==> config.mk <==
export PLATFORM = sky130hd
export DESIGN_NAME = pdn_seq_top
export DESIGN_NICKNAME = d
export VERILOG_FILES = /design/src/rtl/pdn_pkg.sv /design/src/rtl/pdn_sync.sv /design/src/rtl/pdn_clkgate.sv /design/src/rtl/pdn_fsm.sv /design/src/rtl/pdn_seq_top.sv
export SDC_FILE = /design/constraint.sdc
export NUM_CORES = 1
export LEC_CHECK = 0
export ABC_CLOCK_PERIOD_IN_PS = 1600
export BUFFER_PORTS_ARGS = -buffer_cell sky130_fd_sc_hd__buf_4
export CAP_MARGIN = 20
export CORE_MARGIN = 2
export CORE_UTILIZATION = 45
export DETAILED_ROUTE_END_ITERATION = 10
export GPL_TIMING_DRIVEN = 0
export PLACE_DENSITY = 0.69
export RECOVER_POWER = 50
export SYNTH_ARGS = -nofsm -noshare
export SYNTH_HDL_FRONTEND = slang
export SYNTH_SLANG_ARGS = --single-unit
==> constraint.sdc <==
create_clock -name clk -period 1.6 [get_ports clk]
set_input_delay 0.48 -clock clk [delete_from_list [all_inputs] [get_ports clk]]
set_output_delay 0.48 -clock clk [all_outputs]
set_load 0.05 [all_outputs]
==> src/rtl/pdn_pkg.sv <==
package pdn_pkg;
  typedef enum logic [2:0] {
    ST_WAIT_PG = 3'd0,
    ST_RUN     = 3'd1,
    ST_STOP    = 3'd2,
    ST_DOWN    = 3'd3,
    ST_RESTART = 3'd4
  } pdn_state_t;
endpackage

==> src/rtl/pdn_sync.sv <==
module pdn_sync (
  input  logic clk,
  input  logic rst_n,
  input  logic pin_async,
  output logic both_hi,
  output logic both_lo
);
  logic meta_q, sync_q, prev_q;

  always_ff @(posedge clk or negedge rst_n) begin
    if (!rst_n) begin
      meta_q <= 1'b0;
      sync_q <= 1'b0;
      prev_q <= 1'b0;
    end else begin
      meta_q <= pin_async;
      sync_q <= meta_q;
      prev_q <= sync_q;
    end
  end

  assign both_hi = sync_q & prev_q;
  assign both_lo = ~sync_q & ~prev_q;
endmodule

==> src/rtl/pdn_clkgate.sv <==
module pdn_clkgate #(
  parameter int HALF = 1
) (
  input  logic clk,
  input  logic rst_n,
  input  logic run,
  output logic clk_o,
  output logic live
);
  localparam int CW = (HALF > 1) ? $clog2(HALF) : 1;
  localparam logic [CW-1:0] LAST = CW'(HALF - 1);

  logic [CW-1:0] cnt_q, cnt_d;
  logic q_q, q_d, act_q, act_d;

  always_comb begin
    cnt_d = cnt_q;
    q_d   = q_q;
    act_d = act_q;
    if (!act_q) begin
      cnt_d = '0;
      q_d   = 1'b0;
      act_d = run;
    end else if (cnt_q == LAST) begin
      cnt_d = '0;
      if (q_q && !run) begin
        q_d   = 1'b0;
        act_d = 1'b0;
      end else begin
        q_d = ~q_q;
      end
    end else begin
      cnt_d = cnt_q + CW'(1);
    end
  end

  always_ff @(posedge clk or negedge rst_n) begin
    if (!rst_n) begin
      cnt_q <= '0;
      q_q   <= 1'b0;
      act_q <= 1'b0;
    end else begin
      cnt_q <= cnt_d;
      q_q   <= q_d;
      act_q <= act_d;
    end
  end

  assign clk_o = q_q;
  assign live  = act_q;

  AST_GATE_AT_FALL: assert property (@(posedge clk) disable iff (!rst_n)
    $fell(act_q) |-> ($past(q_q) && !q_q));
  AST_UNGATE_LOW: assert property (@(posedge clk) disable iff (!rst_n)
    $rose(act_q) |-> !q_q);
endmodule

==> src/rtl/pdn_fsm.sv <==
module pdn_fsm
  import pdn_pkg::*;
#(
  parameter int LOCK_W = 8
) (
  input  logic              clk,
  input  logic              rst_n,
  input  logic              pin_hi,
  input  logic              pin_lo,
  input  logic              all_off,
  input  logic [LOCK_W-1:0] lock_count,
  output logic              run,
  output logic              osc_en,
  output pdn_state_t        state
);
  pdn_state_t st_q, st_d;
  logic [LOCK_W-1:0] lk_q, lk_d;

  always_comb begin
    st_d = st_q;
    lk_d = lk_q;
    case (st_q)
      ST_WAIT_PG: if (pin_hi) begin st_d = ST_RESTART; lk_d = '0; end
      ST_RESTART: begin
        if (pin_lo)                  st_d = ST_STOP;
        else if (lk_q == lock_count) st_d = ST_RUN;
        else                         lk_d = lk_q + LOCK_W'(1);
      end
      ST_RUN:     if (pin_lo)  st_d = ST_STOP;
      ST_STOP:    if (all_off) st_d = ST_DOWN;
      ST_DOWN:    if (pin_hi) begin st_d = ST_RESTART; lk_d = '0; end
      default:    st_d = ST_WAIT_PG;
    endcase
  end

  always_ff @(posedge clk or negedge rst_n) begin
    if (!rst_n) begin
      st_q <= ST_WAIT_PG;
      lk_q <= '0;
    end else begin
      st_q <= st_d;
      lk_q <= lk_d;
    end
  end

  assign state  = st_q;
  assign run    = (st_q == ST_RUN);
  assign osc_en = (st_q == ST_RESTART) || (st_q == ST_RUN) || (st_q == ST_STOP);

  AST_STOP_ON_REQ: assert property (@(posedge clk) disable iff (!rst_n)
    (st_q == ST_RUN && pin_lo) |=> (st_q == ST_STOP));
  AST_LOCK_WAIT: assert property (@(posedge clk) disable iff (!rst_n)
    (st_q == ST_RUN && $past(st_q) == ST_RESTART) |-> ($past(lk_q) == lock_count));
  AST_DOWN_NEEDS_OFF: assert property (@(posedge clk) disable iff (!rst_n)
    (st_q == ST_DOWN && $past(st_q) == ST_STOP) |-> $past(all_off));
endmodule

==> src/rtl/pdn_seq_top.sv <==
module pdn_seq_top
  import pdn_pkg::*;
#(
  parameter int N_OUT     = 3,
  parameter int HALF_BASE = 1,
  parameter int LOCK_W    = 8
) (
  input  logic              clk,
  input  logic              rst_n,
  input  logic              pwr_pin,
  input  logic [LOCK_W-1:0] lock_count,
  output logic [N_OUT-1:0]  clk_out,
  output logic              dif_p,
  output logic              dif_n,
  output logic              osc_en,
  output logic [2:0]        status
);
  logic pin_hi, pin_lo, run;
  logic [N_OUT-1:0] live;
  pdn_state_t state;

  pdn_sync u_sync (
    .clk(clk), .rst_n(rst_n), .pin_async(pwr_pin),
    .both_hi(pin_hi), .both_lo(pin_lo)
  );

  pdn_fsm #(.LOCK_W(LOCK_W)) u_fsm (
    .clk(clk), .rst_n(rst_n), .pin_hi(pin_hi), .pin_lo(pin_lo),
    .all_off(~|live), .lock_count(lock_count),
    .run(run), .osc_en(osc_en), .state(state)
  );

  for (genvar i = 0; i < N_OUT; i++) begin : g_out
    pdn_clkgate #(.HALF(HALF_BASE * (i + 1))) u_gate (
      .clk(clk), .rst_n(rst_n), .run(run),
      .clk_o(clk_out[i]), .live(live[i])
    );
  end

  assign dif_p  = clk_out[0];
  assign dif_n  = live[0] & ~clk_out[0];
  assign status = state;

  AST_QUIET_BEFORE_PG: assert property (@(posedge clk) disable iff (!rst_n)
    (status == 3'd0) |-> (clk_out == '0 && !osc_en));
  AST_OSC_OFF_QUIET: assert property (@(posedge clk) disable iff (!rst_n)
    !osc_en |-> (clk_out == '0 && !dif_p && !dif_n));
  AST_RESTART_GATED: assert property (@(posedge clk) disable iff (!rst_n)
    (status == 3'd4) |-> (clk_out == '0));
endmodule

Word level (Yosys, flattened, before mapping)
Cells that the tools add are included.
W data, S select, Z words.
{"block": "totals", "regBits": 24, "in_bits": 11, "word_cells": 87}
{"block": "classes", "n_addsub": 4, "n_eq_ne": 15, "mux": 34, "bitwise_logic": 8, "n_reduce_logical": 12}
{"cell": "$mux W8", "count": 3}
{"cell": "$mux W1", "count": 22}
{"cell": "$pmux W8 S2", "count": 1}
{"cell": "$mux W3", "count": 5}
{"cell": "$ne A2 B2 Y1 const B", "count": 6}
{"cell": "$pmux W3 S4", "count": 1}
{"cell": "$add A8 B1 Y8 const B", "count": 1}
{"cell": "$eq A8 B8 Y1", "count": 1}
{"cell": "$reduce_and A4 Y1", "count": 2}
{"cell": "$eq A3 B2 Y1 const B", "count": 2}
{"cell": "$not A1 Y1", "count": 5}
{"cell": "$mux W2", "count": 2}
{"cell": "$ne A2 B1 Y1 const B", "count": 2}
{"cell": "$and A1 B1 Y1", "count": 3}
{"cell": "$eq A3 B1 Y1 const B", "count": 1}
{"cell": "$eq A3 B3 Y1 const B", "count": 1}
{"cell": "$logic_and A1 B1 Y1", "count": 3}
{"cell": "$logic_not A3 Y1", "count": 1}
{"cell": "$ne A3 B2 Y1 const B", "count": 1}
{"cell": "$reduce_or A3 Y1", "count": 1}
{"cell": "$add A1 B1 Y1 const B", "count": 2}
{"cell": "$add A2 B1 Y2 const B", "count": 1}
{"cell": "$eq A2 B2 Y1 const B", "count": 1}
{"cell": "$logic_or A1 B1 Y1", "count": 2}
{"cell": "3 further kinds", "count": 3}

Depth between registers and ports, before layout
{"block": "depth", "word_depth": 6, "mapped_depth": 7, "depth_no_buf": 6}

Cells and area by module
Synthesis repeated with hierarchy kept, for this count alone.
{"block": "hier_totals", "cells_unflattened": 126, "area_unflattened_um2": 1262.5}
{"module": "pdn_fsm", "n_inst": 1, "cells_per_inst": 93, "area_each_um2": 805.8}
{"module": "pdn_clkgate at g_out[2].u_gate", "n_inst": 1, "cells_per_inst": 13, "area_each_um2": 165.2}
{"module": "pdn_clkgate at g_out[1].u_gate", "n_inst": 1, "cells_per_inst": 8, "area_each_um2": 110.1}
{"module": "pdn_sync", "n_inst": 1, "cells_per_inst": 5, "area_each_um2": 85.1}
{"module": "pdn_clkgate at g_out[0].u_gate", "n_inst": 1, "cells_per_inst": 4, "area_each_um2": 70.1}
{"module": "pdn_seq_top", "n_inst": 1, "cells_per_inst": 3, "area_each_um2": 26.3}

Least setup slack after synthesis
OpenSTA, ideal clock, no wires.
{"block": "synth_timing", "path_type": "reg-to-output", "start": "register u_fsm.st_q[0], in the netlist u_fsm.state[0]", "end": "output port osc_en", "t_arrival_ns": 2.007, "required_ns": 1.120, "setup_slack_ns": -0.887, "path_stages_with_launch": 4, "n_path_buf": 1, "path_cell_list": "dfrtp_1 buf_4 xnor2_1 o21ai_0"}
{"block": "synth_between", "elab_chain_cells": 3}
{"item": "start, declared", "line": "pdn_fsm.sv:16", "rtl": "pdn_state_t st_q, st_d;"}
{"item": "start signal, assigned", "line": "pdn_fsm.sv:41", "rtl": "st_q <= st_d;"}
{"item": "$eq A3 B3 Y1 / $eq A3 B1 Y1 (equally long branches)", "line": "pdn_fsm.sv:48", "rtl": "assign osc_en = (st_q == ST_RESTART) || (st_q == ST_RUN) || (st_q == ST_STOP);"}
{"item": "$logic_or A1 B1 Y1", "line": "pdn_fsm.sv:48"}
{"item": "$logic_or A1 B1 Y1 (*)", "line": "pdn_fsm.sv:48"}
{"item": "end, declared", "line": "pdn_seq_top.sv:15", "rtl": "output logic osc_en,"}
Mark *: on every way between the ends. The rest lies on a longest branch, timed or not.

Final worst setup path
{"block": "layout_timing", "start": "register u_fsm.st_q[1], in the netlist u_fsm.state[1]", "end": "output port osc_en"}
Same word-level chain as after synthesis.

==> results.ini <==
[power_and_ir_drop]
combPwrFrac_pct=58.1
seq_power_share_pct=32.3
switching_share_pct=43.8
p_clk_share_pct=9.7
internal_power_w=0.00167
power.density_nw_per_um2=1830
power.switching_w=0.00130
p_leak_nw=0.718
power_w=0.00298
vdd.ir_drop.worst_mv=1.50

[die]
fp.dieH_um=55.7
initial_core_util_pct=48.1
die_area_um2=3100
coreArea_um2=2500
io_pins=20
row_count=18
die_w_um=55.7

[detailed_routing]
ant_nets=0
routed_wl_um=2380
via_count=921
vias_per_cell=5.15
drt_iter0_markers=30
drc_errors=0
detail_route.wl_per_cell_um=13.3
first_pass_iters=4

[global_route]
grt.busiest_layer=met2
grt_use_met3_pct=2.79
gr-total-overflow=0
grt_pass1_vias=861
grt_usage_pct=15.4
gr-usage-met1_pct=21.0
grt_start_max_net_pins=24
grt_pass1_wl_um=3840
grt_antenna_before_repair=0
gr-usage-met2_pct=24.7

[logic_synthesis]
synthesis.area_um2=1200
synth-seq-area-share_pct=47.8
yosysUniqueCellTypes=36
syn_nets=126
synth_largest_area_cell=dfrtp_1
synth_area_leaders=dfrtp_1 48%, xnor2_1 6.5%, o31ai_2 5.2%
synthAdderAreaFrac_pct=1.87
synthSimpleGateAreaFrac_pct=19.9
synth_area_per_cell_um2=10.6
synth_cells=114
synth_top_area_share_pct=47.8
yosysWarnings=0
synth_xor_area_share_pct=8.00
synth_seq_cells=23
synth-compound-area-share_pct=14.3
synth_top_family_by_area=simple AND/OR/NAND/NOR gates
muxShareOfSynthArea_pct=0.832

[sta]
rsz0062_at_grt=yes
maxSlewHeadroom_pct=14.6
max_freq_ghz=0.570
fin_crit_sh_pct=110
drv_slew=0
fin_setup_tns_ns=-0.561
tightestPinTransition_ns=1.28
hold_ws_ns=0.255
hold_violations=0
period_needed_ns=1.76
skew_ns=0.00298
postLayoutSetupSlackWorst_ns=-0.156
setup_violations=8

[critical_path]
cp.arrival_ns=1.28
worstRegToRegCells=7
crit_start=u_fsm.state[1]
path_buf_inv=1
cp.required_ns=1.12
endpoint_kind=output port
cp_cell_sequence=xnor2_4 -> o21ai_4 -> buf_6
slowest_delay_ns=0.49
critPathLaunchType=flip-flop
critPathSlowestCell=dfrtp_2
path_depth=3
r2r_setup_slack_ns=-0.12
cp_max_fo=3
r2r_start=u_fsm.state[0]
worst-setup-path-type=reg2out
r2r_end=u_fsm.lk_q[3]
endpoint=osc_en
crit_family=flip-flops

[cells_and_area]
fin_nets=162
final_cell_mix=30 x buf_4, 19 x dfrtp_1, 8 x buf_6, 8 x xnor2_1, 7 x o21ai_1
diodes=0
post-route-util_pct=65.2
drive_gt1_share_pct=42.3
syn2layout_area_growth_pct=35.3
n_fill_cell=203
mostFrequentLayoutCell=buf_4

[clock_network]
root_buffer=clkbuf_4
cts_tree=done
cts_sinks=23
clk_pin_slew_ns=0.14
clock_latency_ns=0.32
cts_buffers=3
cts_buffer_depth=2
cts_max_level=1

[placement]
place_congestion=0.821
dp_hpwl_um=1580
dp_slack_ns=-0.106
port_buffers=19

[run_status]
violations=setup timing
status=finished with violations

[worst_hold_path]
hold_path.class=in2reg

[job]
cap_violations=0

==> metrics by stage <==
step | std cells | area, um2
after floorplan | 114 | 1240
after global placement | 163 | 1420
after detailed placement | 163 | 1420
after CTS | 170 | 1490
after global routing | 179 | 1630
final | 179 | 1630
==> Yosys cell counts <==
library cell   n
dfrtp_1       23
xnor2_1        9
o21ai_0        8
nand2_1        6
nor2b_1        6
nand3_1        5
nor2_1         5
o31ai_2        5
buf_4          4
buf_6          4
a21o_1         3
a21oi_1        3
nand4_1        3
and2_1         2
inv_1          2
nand2b_1       2
nor3_1         2
nor3b_1        2
o21ai_1        2
xor2_1         2
and3_1         1
and3b_1        1
and4_1         1
buf_2          1
ha_1           1
maj3_1         1
mux2i_1        1
nor2_2         1
nor2b_2        1
nor4_1         1
nor4b_1        1
o22ai_1        1
o2bb2ai_1      1
o31ai_1        1
or2_1          1
or2_2          1
==> state kept, by name, summed over array words and instances, names as in the netlist <==
| register | count |
|---|---|
| g_out.u_gate.clk_o | 3 |
| g_out.u_gate.cnt_q | 3 |
| g_out.u_gate.live | 3 |
| u_fsm.lk_q | 8 |
| u_fsm.state | 3 |
| u_sync.meta_q | 1 |
| u_sync.prev_q | 1 |
| u_sync.sync_q | 1 |
==> worst min path at each step <==
stage | start | to | slack, ns | cells past startpoint
floorplan | rst_n | g_out[0].u_gate.clk_o | 0.18 | 0
global placement | u_sync.meta_q | u_sync.sync_q | 0.33 | 0
detailed placement | u_sync.meta_q | u_sync.sync_q | 0.34 | 0
CTS | rst_n | g_out[2].u_gate.clk_o | 0.03 | 1
global route | pwr_pin | u_sync.meta_q | 0.24 | 1
finish | pwr_pin | u_sync.meta_q | 0.26 | 1
==> area by class of cell <==
type | count | area (um2) | share of cell area (%)
Clock inverter | 1 | 7.51 | 0.461
Inverter | 2 | 7.51 | 0.461
Tap cell | 30 | 37.5 | 2.30
Buffer | 7 | 67.6 | 4.15
Timing Repair Buffer | 33 | 267 | 16.4
Multi-Input combinational cell | 80 | 639 | 39.2
Sequential cell | 23 | 581 | 35.6
Clock buffer | 3 | 22.5 | 1.38
==> layer usage <==
layer  up-vias  part of all wire (%)
met5         -                     0
met4         0                   1.3
met3         5                   2.0
met2        10                    50
met1       440                    47
li1        466                     -
==> logic make-up (layout without fill, tap and decap cells) <==
| family | count (synthesis) | count (layout) |
|---|---|---|
| xor gates and xnor gates | 11 | 11 |
| AOI/OAI and AO/OA | 24 | 24 |
| adders and majority gates | 2 | 2 |
| and+or+nand+nor | 42 | 42 |
| buffers and inverters | 11 | 46 |
| DFF | 23 | 23 |
| muxes | 1 | 1 |
==> timing repair <==
action | 4_1_cts | 5_1_grt
resized for setup | 6 | 20
buffers inserted | 5 | 9
hold buffers | 0 | 0
pin swaps | 2 | 8
endpoints found under the setup margin | 8 | 11
==> power groups by stage <==
stage / Combinational (W) / Clock, W / Sequential, W
after CTS: 0.00150 / 0.000296 / 0.000955
final: 0.00173 / 0.000288 / 0.000960
after floorplan: 0.000991 / 0 / 0.00103
after detailed placement: 0.00144 / 0 / 0.000927
after global placement: 0.00142 / 0 / 0.000915
after global routing: 0.00185 / 0.000318 / 0.000993
Note: power is estimated with default switching activity, not from simulation.
